[config.mk]
export PLATFORM = sky130hd
export DESIGN_NAME = cls_lane_unit
export DESIGN_NICKNAME = d
export VERILOG_FILES = /design/src/rtl/cls_pkg.sv /design/src/rtl/cls_reg_map.sv /design/src/rtl/cls_addr_gen.sv /design/src/rtl/cls_lane_ctl.sv /design/src/rtl/cls_load_ext.sv /design/src/rtl/cls_lane_unit.sv
export SDC_FILE = /design/constraint.sdc
export NUM_CORES = 1
export LEC_CHECK = 0
export BUFFER_PORTS_ARGS = -buffer_cell sky130_fd_sc_hd__buf_2
export CORE_MARGIN = 8
export CORE_UTILIZATION = 30
export DETAILED_ROUTE_END_ITERATION = 8
export PLACE_DENSITY = 0.87
export RECOVER_POWER = 100
export SLEW_MARGIN = 20
export SYNTH_ARGS = -nofsm -noshare
export SYNTH_HDL_FRONTEND = slang
export SYNTH_SLANG_ARGS = --single-unit
[constraint.sdc]
create_clock -name vclk -period 3.7
set_input_delay 0.185 -clock vclk [all_inputs]
set_output_delay 0.185 -clock vclk [all_outputs]
set_load 0.1 [all_outputs]
[src/rtl/cls_pkg.sv]
package cls_pkg;

  typedef enum logic [2:0] {
    ACC_LDBU = 3'd0,
    ACC_LDHU = 3'd1,
    ACC_LDHS = 3'd2,
    ACC_STB  = 3'd3,
    ACC_STH  = 3'd4
  } acc_e;

  localparam int unsigned ACC_W   = 3;
  localparam int unsigned SEL_W   = 3;
  localparam int unsigned REG_W   = 5;
  localparam int unsigned REG_BASE = 8;

  function automatic logic acc_is_byte(input logic [ACC_W-1:0] a);
    return (a == ACC_LDBU) || (a == ACC_STB);
  endfunction

  function automatic logic acc_is_half(input logic [ACC_W-1:0] a);
    return (a == ACC_LDHU) || (a == ACC_LDHS) || (a == ACC_STH);
  endfunction

  function automatic logic acc_is_store(input logic [ACC_W-1:0] a);
    return (a == ACC_STB) || (a == ACC_STH);
  endfunction

endpackage

[src/rtl/cls_reg_map.sv]
module cls_reg_map
  import cls_pkg::*;
#(
  parameter int unsigned NUM_SEL = 2
) (
  input  logic [NUM_SEL*SEL_W-1:0] sel_i,
  output logic [NUM_SEL*REG_W-1:0] reg_o
);
  localparam logic [REG_W-1:0] OFFS = REG_W'(REG_BASE);

  for (genvar g = 0; g < NUM_SEL; g++) begin : g_map
    assign reg_o[g*REG_W +: REG_W] = OFFS + REG_W'(sel_i[g*SEL_W +: SEL_W]);

    always_comb begin
      a_r9_upper_group: assert (reg_o[g*REG_W +: REG_W] >= OFFS)
        else $error("R9 register number below compact group");
    end
  end
endmodule

[src/rtl/cls_addr_gen.sv]
module cls_addr_gen
  import cls_pkg::*;
#(
  parameter int unsigned ADDR_W = 32
) (
  input  logic [ACC_W-1:0]  op_i,
  input  logic [ADDR_W-1:0] base_i,
  input  logic [1:0]        imm_i,
  output logic [ADDR_W-1:0] addr_o,
  output logic              misalign_o
);
  logic [1:0] offs;

  always_comb begin
    if (acc_is_byte(op_i))      offs = imm_i;
    else if (acc_is_half(op_i)) offs = {imm_i[1], 1'b0};
    else                        offs = 2'b00;
  end

  assign addr_o     = base_i + ADDR_W'(offs);
  assign misalign_o = acc_is_half(op_i) & addr_o[0];

  always_comb begin
    a_r2_half_even_offset: assert (!acc_is_half(op_i) || (addr_o[0] == base_i[0]))
      else $error("R2 halfword offset changed address bit 0");
  end
endmodule

[src/rtl/cls_lane_ctl.sv]
module cls_lane_ctl
  import cls_pkg::*;
#(
  parameter int unsigned DATA_W = 32,
  localparam int unsigned LANES = DATA_W / 8,
  localparam int unsigned LW    = $clog2(LANES)
) (
  input  logic [ACC_W-1:0]  op_i,
  input  logic [LW-1:0]     lane_i,
  input  logic              misalign_i,
  input  logic [DATA_W-1:0] sdata_i,
  output logic [LANES-1:0]  be_o,
  output logic [DATA_W-1:0] wdata_o
);
  localparam logic [LANES-1:0] ONE_LANE = LANES'(1);
  localparam logic [LANES-1:0] TWO_LANE = LANES'(3);

  logic [LW-1:0] pair_lane;
  assign pair_lane = {lane_i[LW-1:1], 1'b0};

  always_comb begin
    if (acc_is_byte(op_i))                    be_o = ONE_LANE << lane_i;
    else if (acc_is_half(op_i) && !misalign_i) be_o = TWO_LANE << pair_lane;
    else                                      be_o = '0;
  end

  for (genvar g = 0; g < LANES; g++) begin : g_lane
    always_comb begin
      if (op_i == ACC_STB)      wdata_o[g*8 +: 8] = sdata_i[7:0];
      else if (op_i == ACC_STH) wdata_o[g*8 +: 8] = sdata_i[(g%2)*8 +: 8];
      else                      wdata_o[g*8 +: 8] = 8'h00;
    end
  end

  always_comb begin
    a_r4_half_pair: assert (!(acc_is_half(op_i) && !misalign_i) || ($countones(be_o) == 2))
      else $error("R4 aligned halfword mask not two lanes");
  end
endmodule

[src/rtl/cls_load_ext.sv]
module cls_load_ext
  import cls_pkg::*;
#(
  parameter int unsigned DATA_W = 32,
  localparam int unsigned LANES = DATA_W / 8,
  localparam int unsigned LW    = $clog2(LANES)
) (
  input  logic [ACC_W-1:0]  op_i,
  input  logic [LW-1:0]     lane_i,
  input  logic              misalign_i,
  input  logic [DATA_W-1:0] rdata_i,
  output logic [DATA_W-1:0] load_o
);
  logic [DATA_W-1:0] shifted;
  assign shifted = rdata_i >> {lane_i, 3'b000};

  always_comb begin
    if (misalign_i) load_o = '0;
    else begin
      unique case (op_i)
        ACC_LDBU: load_o = DATA_W'(shifted[7:0]);
        ACC_LDHU: load_o = DATA_W'(shifted[15:0]);
        ACC_LDHS: load_o = {{(DATA_W-16){shifted[15]}}, shifted[15:0]};
        default:  load_o = '0;
      endcase
    end
  end

  always_comb begin
    a_r7_sign_fill: assert ((op_i != ACC_LDHS) || misalign_i ||
                            (load_o[DATA_W-1:15] == '0) || (&load_o[DATA_W-1:15]))
      else $error("R7 signed halfword upper bits not uniform");
  end
endmodule

[src/rtl/cls_lane_unit.sv]
module cls_lane_unit
  import cls_pkg::*;
#(
  parameter int unsigned ADDR_W = 32,
  parameter int unsigned DATA_W = 32,
  localparam int unsigned LANES = DATA_W / 8,
  localparam int unsigned LW    = $clog2(LANES)
) (
  input  logic [ACC_W-1:0]  op_i,
  input  logic [ADDR_W-1:0] base_i,
  input  logic [1:0]        imm_i,
  input  logic [DATA_W-1:0] sdata_i,
  input  logic [DATA_W-1:0] rdata_i,
  input  logic [SEL_W-1:0]  base_sel_i,
  input  logic [SEL_W-1:0]  data_sel_i,
  output logic [REG_W-1:0]  base_reg_o,
  output logic [REG_W-1:0]  data_reg_o,
  output logic [ADDR_W-1:0] addr_o,
  output logic [LANES-1:0]  be_o,
  output logic [DATA_W-1:0] wdata_o,
  output logic              misalign_o,
  output logic [DATA_W-1:0] load_o
);
  logic [LW-1:0] lane;

  cls_reg_map #(.NUM_SEL(2)) u_map (
    .sel_i ({data_sel_i, base_sel_i}),
    .reg_o ({data_reg_o, base_reg_o})
  );

  cls_addr_gen #(.ADDR_W(ADDR_W)) u_agen (
    .op_i       (op_i),
    .base_i     (base_i),
    .imm_i      (imm_i),
    .addr_o     (addr_o),
    .misalign_o (misalign_o)
  );

  assign lane = addr_o[LW-1:0];

  cls_lane_ctl #(.DATA_W(DATA_W)) u_lanes (
    .op_i       (op_i),
    .lane_i     (lane),
    .misalign_i (misalign_o),
    .sdata_i    (sdata_i),
    .be_o       (be_o),
    .wdata_o    (wdata_o)
  );

  cls_load_ext #(.DATA_W(DATA_W)) u_ldx (
    .op_i       (op_i),
    .lane_i     (lane),
    .misalign_i (misalign_o),
    .rdata_i    (rdata_i),
    .load_o     (load_o)
  );

  always_comb begin
    a_r3_byte_onehot: assert (!acc_is_byte(op_i) || ($onehot(be_o) && !misalign_o))
      else $error("R3 byte access mask or flag wrong");
    a_r5_misalign_blocks: assert (!(acc_is_half(op_i) && addr_o[0]) || (be_o == '0 && misalign_o))
      else $error("R5 misaligned halfword still enabled");
    a_r8_idle_quiet: assert (acc_is_byte(op_i) || acc_is_half(op_i) ||
                             (be_o == '0 && !misalign_o && wdata_o == '0 && load_o == '0))
      else $error("R8 unused code produced activity");
  end
endmodule

[Word-level counts from Yosys, hierarchy flattened]
Cells that the tools add are included.
Operators by class
  add/sub/neg operators: 3
  equal/unequal tests: 4
  shift-type cells: 3
  mux-type cells: 10
  bitwise gates (word level): 1
  reduce and logical (&&, ||, !) cells: 6
Operators by type and width (number)
  $pmux 32 s3: 1
  $add 32x2->32: 1
  $mux 32: 1
  $mux 8: 4
  $shr 32x5->16: 1
  $add 4x3->5 const A: 2
  $mux 4: 2
  $eq 3x2->1 const B: 2
  $mux 2: 2
  $shl 1x2->4 const A: 1
  $shl 2x2->4 const A: 1
  $eq 3x1->1 const B: 1
  $eq 3x3->1 const B: 1
  $logic_not 3->1: 1
  $logic_or 1x1->1: 3
  $and 1x1->1: 1
  $logic_and 1x1->1: 1
  $logic_not 1->1: 1
Storage, ports and cells
  bits in registers: 0
  bits of input ports: 107
  logic and storage cells: 27

[Logic depth before layout (Yosys ltp)]
  depth after elaboration: 11
  depth in mapped cells: 10
  gate-level depth less buffers: 9

[Hierarchy]
From an unflattened synthesis, not the netlist that was laid out.
Unflattened totals
  cells, all modules: 250
  area total of the unflattened synthesis: 1825.5 sq um
Modules (own cells, without submodules)
  cls_addr_gen: instances 1, cells each 99, area an instance 713.2 sq um
  cls_load_ext: instances 1, cells each 77, area an instance 569.3 sq um
  cls_lane_ctl: instances 1, cells each 62, area an instance 460.4 sq um
  cls_reg_map: instances 1, cells each 12, area an instance 82.6 sq um

[Worst setup path after synthesis]
No wires, ideal clock.
  path type: input to output
  start point: in op_i[1]
  end point: out load_o[17]
  arrival: 6692 ps
  slack: -3177 ps
  stages: 9
  path buffers: 4
  path through: buf_2 -> xor2_1 -> nor3b_1 -> ha_1 -> buf_2 -> buf_2 -> nor2_1 -> nor4bb_1 -> buf_4
Between the ends
  elaborated cells between the ends (all ways): 15
  classes of those cells: 1 x add/sub; 4 x eq/ne; 1 x shift; 4 x mux; 1 x bitwise; 4 x reduce/logical
RTL lines
  from (decl): RTL line cls_lane_unit.sv:9  | input logic [ACC_W-1:0] op_i,
  $eq 3x2->1 / $logic_not 3->1 (equally long branches): RTL line cls_pkg.sv:17  | return (a == ACC_LDBU) || (a == ACC_STB);
  $logic_or 1x1->1 (*): RTL line cls_pkg.sv:17
  $mux 2 (*): RTL line cls_addr_gen.sv:15  | if (acc_is_byte(op_i)) offs = imm_i;
  $add 32x2->32 (*): RTL line cls_addr_gen.sv:20  | assign addr_o = base_i + ADDR_W'(offs);
  via addr_o[0]: RTL line cls_lane_unit.sv:18  | output logic [ADDR_W-1:0] addr_o,
  $shr 32x5->16: RTL line cls_load_ext.sv:15  | assign shifted = rdata_i >> {lane_i, 3'b000};
  $pmux 32 s3: RTL line cls_load_ext.sv:20  | unique case (op_i)
  $mux 32 (*): RTL line cls_load_ext.sv:18  | if (misalign_i) load_o = '0;
  to (decl): RTL line cls_lane_unit.sv:22  | output logic [DATA_W-1:0] load_o
Mark *: on every way through the listed nets, which the timed path passes. The rest lies on a longest branch.

[Worst setup path in the final report]
  start point: in op_i[1]
  end point: out load_o[31]
Between the ends
  longest elaborated chain between the ends: 9
  elaborated cells between the ends (all ways): 15
  classes of those cells: 1 x add/sub; 4 x eq/ne; 1 x shift; 4 x mux; 1 x bitwise; 4 x reduce/logical
RTL lines
  $eq 3x1->1 / $eq 3x2->1 (equally long branches): RTL line cls_pkg.sv:21, cls_load_ext.sv:20
  $logic_or 1x1->1 (2 in a row): RTL line cls_pkg.sv:21  | return (a == ACC_LDHU) || (a == ACC_LDHS) || (a == ACC_STH);
  $mux 2: RTL line cls_addr_gen.sv:16  | else if (acc_is_half(op_i)) offs = {imm_i[1], 1'b0};
  $mux 2: RTL line cls_addr_gen.sv:15
  $add 32x2->32: RTL line cls_addr_gen.sv:20
  $shr 32x5->16: RTL line cls_load_ext.sv:15
  $pmux 32 s3: RTL line cls_load_ext.sv:20
  $mux 32 (*): RTL line cls_load_ext.sv:18
Mark *: on every way between the ends. The rest lies on a longest branch, timed or not.

==> reports/results.env <==
OUTCOME='completed'
MET2ROUTEDLENGTH_UM=3650
TIMING.FMAX_GHz=0.295
FIN_TOTAL_PWR_uW=764
PLACE_WORST_SETUP_SLACK_NS=0.327
SYNTHESIS.AREA_UM2=1650
POST-ROUTE-DRC-COUNT=0
SYN_AREA_PER_CELL_UM2=7.26
CORE_AREA_UM2=5410
FILLCELLCOUNT=543
ROUTE.DETAILED.WL_PER_INST_UM=16.3
ROUTED-WL-MET3_UM=627
WHS_PATH_DEPTH=0
FINALCRITPERIODSHARE_PCT=91.7
LAYOUT_CLOCK_BUFFERS=0
FP.DIEAREA_UM2=8120
FINAL-SETUP-VIOL-COUNT=0
CRITICAL_PATH.ENDPOINT_TYPE='output port'
LAYOUT.NETS=477
GRT_MAX_DEGREE=27
ANTENNA_VIOLATING_NETS_POST_ROUTE=0
ROUTABILITYCONGESTION=0.891
DRT_PASS1_ITERATIONS=4
WORST_EP_ARRIVAL_TIME_NS=3.21
LARGEST_FAMILY_OF_LOGIC_CELLS_BY_SYNTHESIZED_AREA='simple AND/OR/NAND/NOR gates'
SEQ_AREA_FRAC_SYNTH_PCT=0
HIGHEST_LAYER='met4'
WORSTPATHREQUIRED_NS=3.51
HOLD_END='base_reg_o[0]'
REPORT.FINAL.SLEW_VIOL_COUNT=0
SYNTH_XOR_XNOR_AREA_SHARE_PCT=17.5
CRITICAL_PATH_CLASS='primary input to output port'
ROUTEDLENGTHMET1_UM=2790
HEIGHT_OF_THE_CHIP_UM=90.1
COMPOUND_CELL_AREA_SHARE_OF_THE_YOSYS_NETLIST_PCT=13.1
GRT_OVERFLOW=0
VIOLATION_COUNT_AFTER_THE_FIRST_DETAILED_ROUTE_ITERATION=36
WIRELENGTH_UM=7100
HOLD_PATH_CLASS='primary input to output port'
YOSYS_WARNINGS=0
INITIAL_ANTENNA_VIOLATION_COUNT=0
FLOW.AREA_GROWTH_FROM_SYNTHESIS_PCT=62.2
TIMING.MAX_SLEW.REL_SLACK_PCT=14.7
WORSTMARGINPINSLEW_NS=1.28
CTS_HOLD_BUF=0
CRIT_PATH_MAX_FO=23
POWER.DENSITY_CELL_AREA_nW_PER_UM2=286
NUMPORTBUFFERS=186
MUX_CONTRIBUTION_TO_SYNTHESIZED_AREA_PCT=8.66
POST-ROUTE-WORST-SETUP-SLACK_NS=0.309
CRIT_PATH_START_KIND='primary input'
CTS_RESIZED=0
DETAIL_ROUTE.VIAS_PER_CELL=5.04
WIRE_LENGTH_OF_THE_FIRST_GLOBAL_ROUTING_PASS_UM=11700
MOSTFREQUENTLAYOUTCELLS='89 x buf_2, 42 x clkbuf_2, 39 x clkbuf_1, 16 x nand2_1, 16 x buf_12'
POST_CTS_BUFFERS=0
MOST_FREQUENT_STANDARD_CELL_IN_THE_LAYOUT_EXCLUDING_FILL_AND_TAP_CELLS='buf_2'
GLOBALROUTETOTALUTIL_PCT=16.2
DETAILED_PLACE_HPWL_UM=6220
DETAILROUTE.VIA_COUNT=2203
LEAKAGE_uW=0.00127
FINAL.MIN_CLOCK_PERIOD_NS=3.39
WORSTHOLDSTART='base_sel_i[0]'
SHARE_OF_POST_ROUTE_CELLS_WITH_DRIVE_STRENGTH_ABOVE_1_PCT=49.9
CHIPWIDTH_UM=90.1
FLOORPLAN.INITIALDENSITY_PCT=30.5
STARTPOINT='op_i[1]'
ROW_COUNT=27
DRV_CAP=0
SETUP_REPAIR_AFTER_GLOBAL_ROUTING_MISSED_ITS_MARGIN='false'
SEQ_CELLS=0
YOSYS.AREA_SHARE.SIMPLE_PCT=35.1
SYNTHCELLS=227
POST_SYNTH_FA_HA_MAJ_AREA_FRACTION_PCT=2.73
NETLIST-CELL-TYPE-COUNT=43
VIAS_IN_THE_FIRST_GLOBAL_ROUTE=2430
IR_DROP_WORST_CASE_VDD_uV=195
FINAL-HOLD-VIOLATION-COUNT=0
ANTENNA-DIODE-COUNT=0
SEQUENTIAL_CELL_AREA_UM2=0
FLOORPLAN.IO_PINS=218
## routing by layer
layer  track usage, %  vias to the layer above
li1                 -                     1030
met1             17.6                     1031
met2             31.4                      136
met3             4.57                        6
met4            0.693                        0
met5                0                        -
## kinds of logic after synthesis
group,after synthesis
fa+ha+maj,3
compound gates,32
other cells,2
buf+inv,55
xor+xnor,33
simple gates,94
mux,8
## how the worst max path moves through the flow
stage                  to  slack, ns
2_1_floorplan  load_o[17]      -0.21
3_3_place_gp   load_o[26]       0.39
3_5_place_dp   load_o[31]       0.33
4_1_cts        load_o[31]       0.33
5_1_grt        load_o[31]       0.13
6_report       load_o[31]       0.31
## synthesized netlist by cell type, drive strengths merged (2+ instances only)
cell type	instances	area share, %
buf	49	21
xnor2	24	13
nand2	16	3.6
and2	12	4.6
nor2	12	2.9
nand4	11	4.6
nand3	10	3.3
nor2b	9	3.4
xor2	9	4.8
a22o	8	4.3
o21ai	8	2.4
a21oi	7	2.1
a211oi	6	2.7
and3	6	2.4
mux4	5	6.8
and4	4	2.3
inv	4	0.91
nor3	4	2.2
mux2i	3	1.8
nor3b	3	1.7
clkbuf	2	0.46
conb	2	0.46
ha	2	1.5
nand4b	2	1.1
## per-stage QoR
step / setup TNS, ns / area, um2 / cells / hold WS [ns] / util (%)
floorplan: -3.17 / 1840 / 229 / 0.582 / -
global placement: 0 / 2740 / 437 / 0.371 / 50.6
detailed placement: 0 / 2740 / 437 / 0.371 / 50.6
CTS: 0 / 2740 / 437 / 0.371 / 50.6
global route: 0 / 2670 / 437 / 0.371 / 49.4
finish: 0 / 2670 / 437 / 0.371 / 49.4
## final cells by class
type                            instances  area [um2]  share of cell area, %
Multi-Input combinational cell        174        1430                   53.7
Timing Repair Buffer                  187        1130                   42.4
Tap cell                               72        90.1                   3.37
Inverter                                4        15.0                  0.562
## worst max-delay path, stage by stage
cell      delay (ns)
buf_2           0.18
xor2_4          0.21
nor3b_2         0.21
ha_1            0.21
inv_2           0.05
fa_1            1.10
mux2i_4         0.17
nor4bb_4        0.35
buf_12          0.26
buf_6           0.26
## report_power, final
part           switching [uW]  internal, uW  total (uW)
combinational             613           151         764
sequential                  0             0           0
clock                       0             0           0
(Power assumes the default switching activity.)
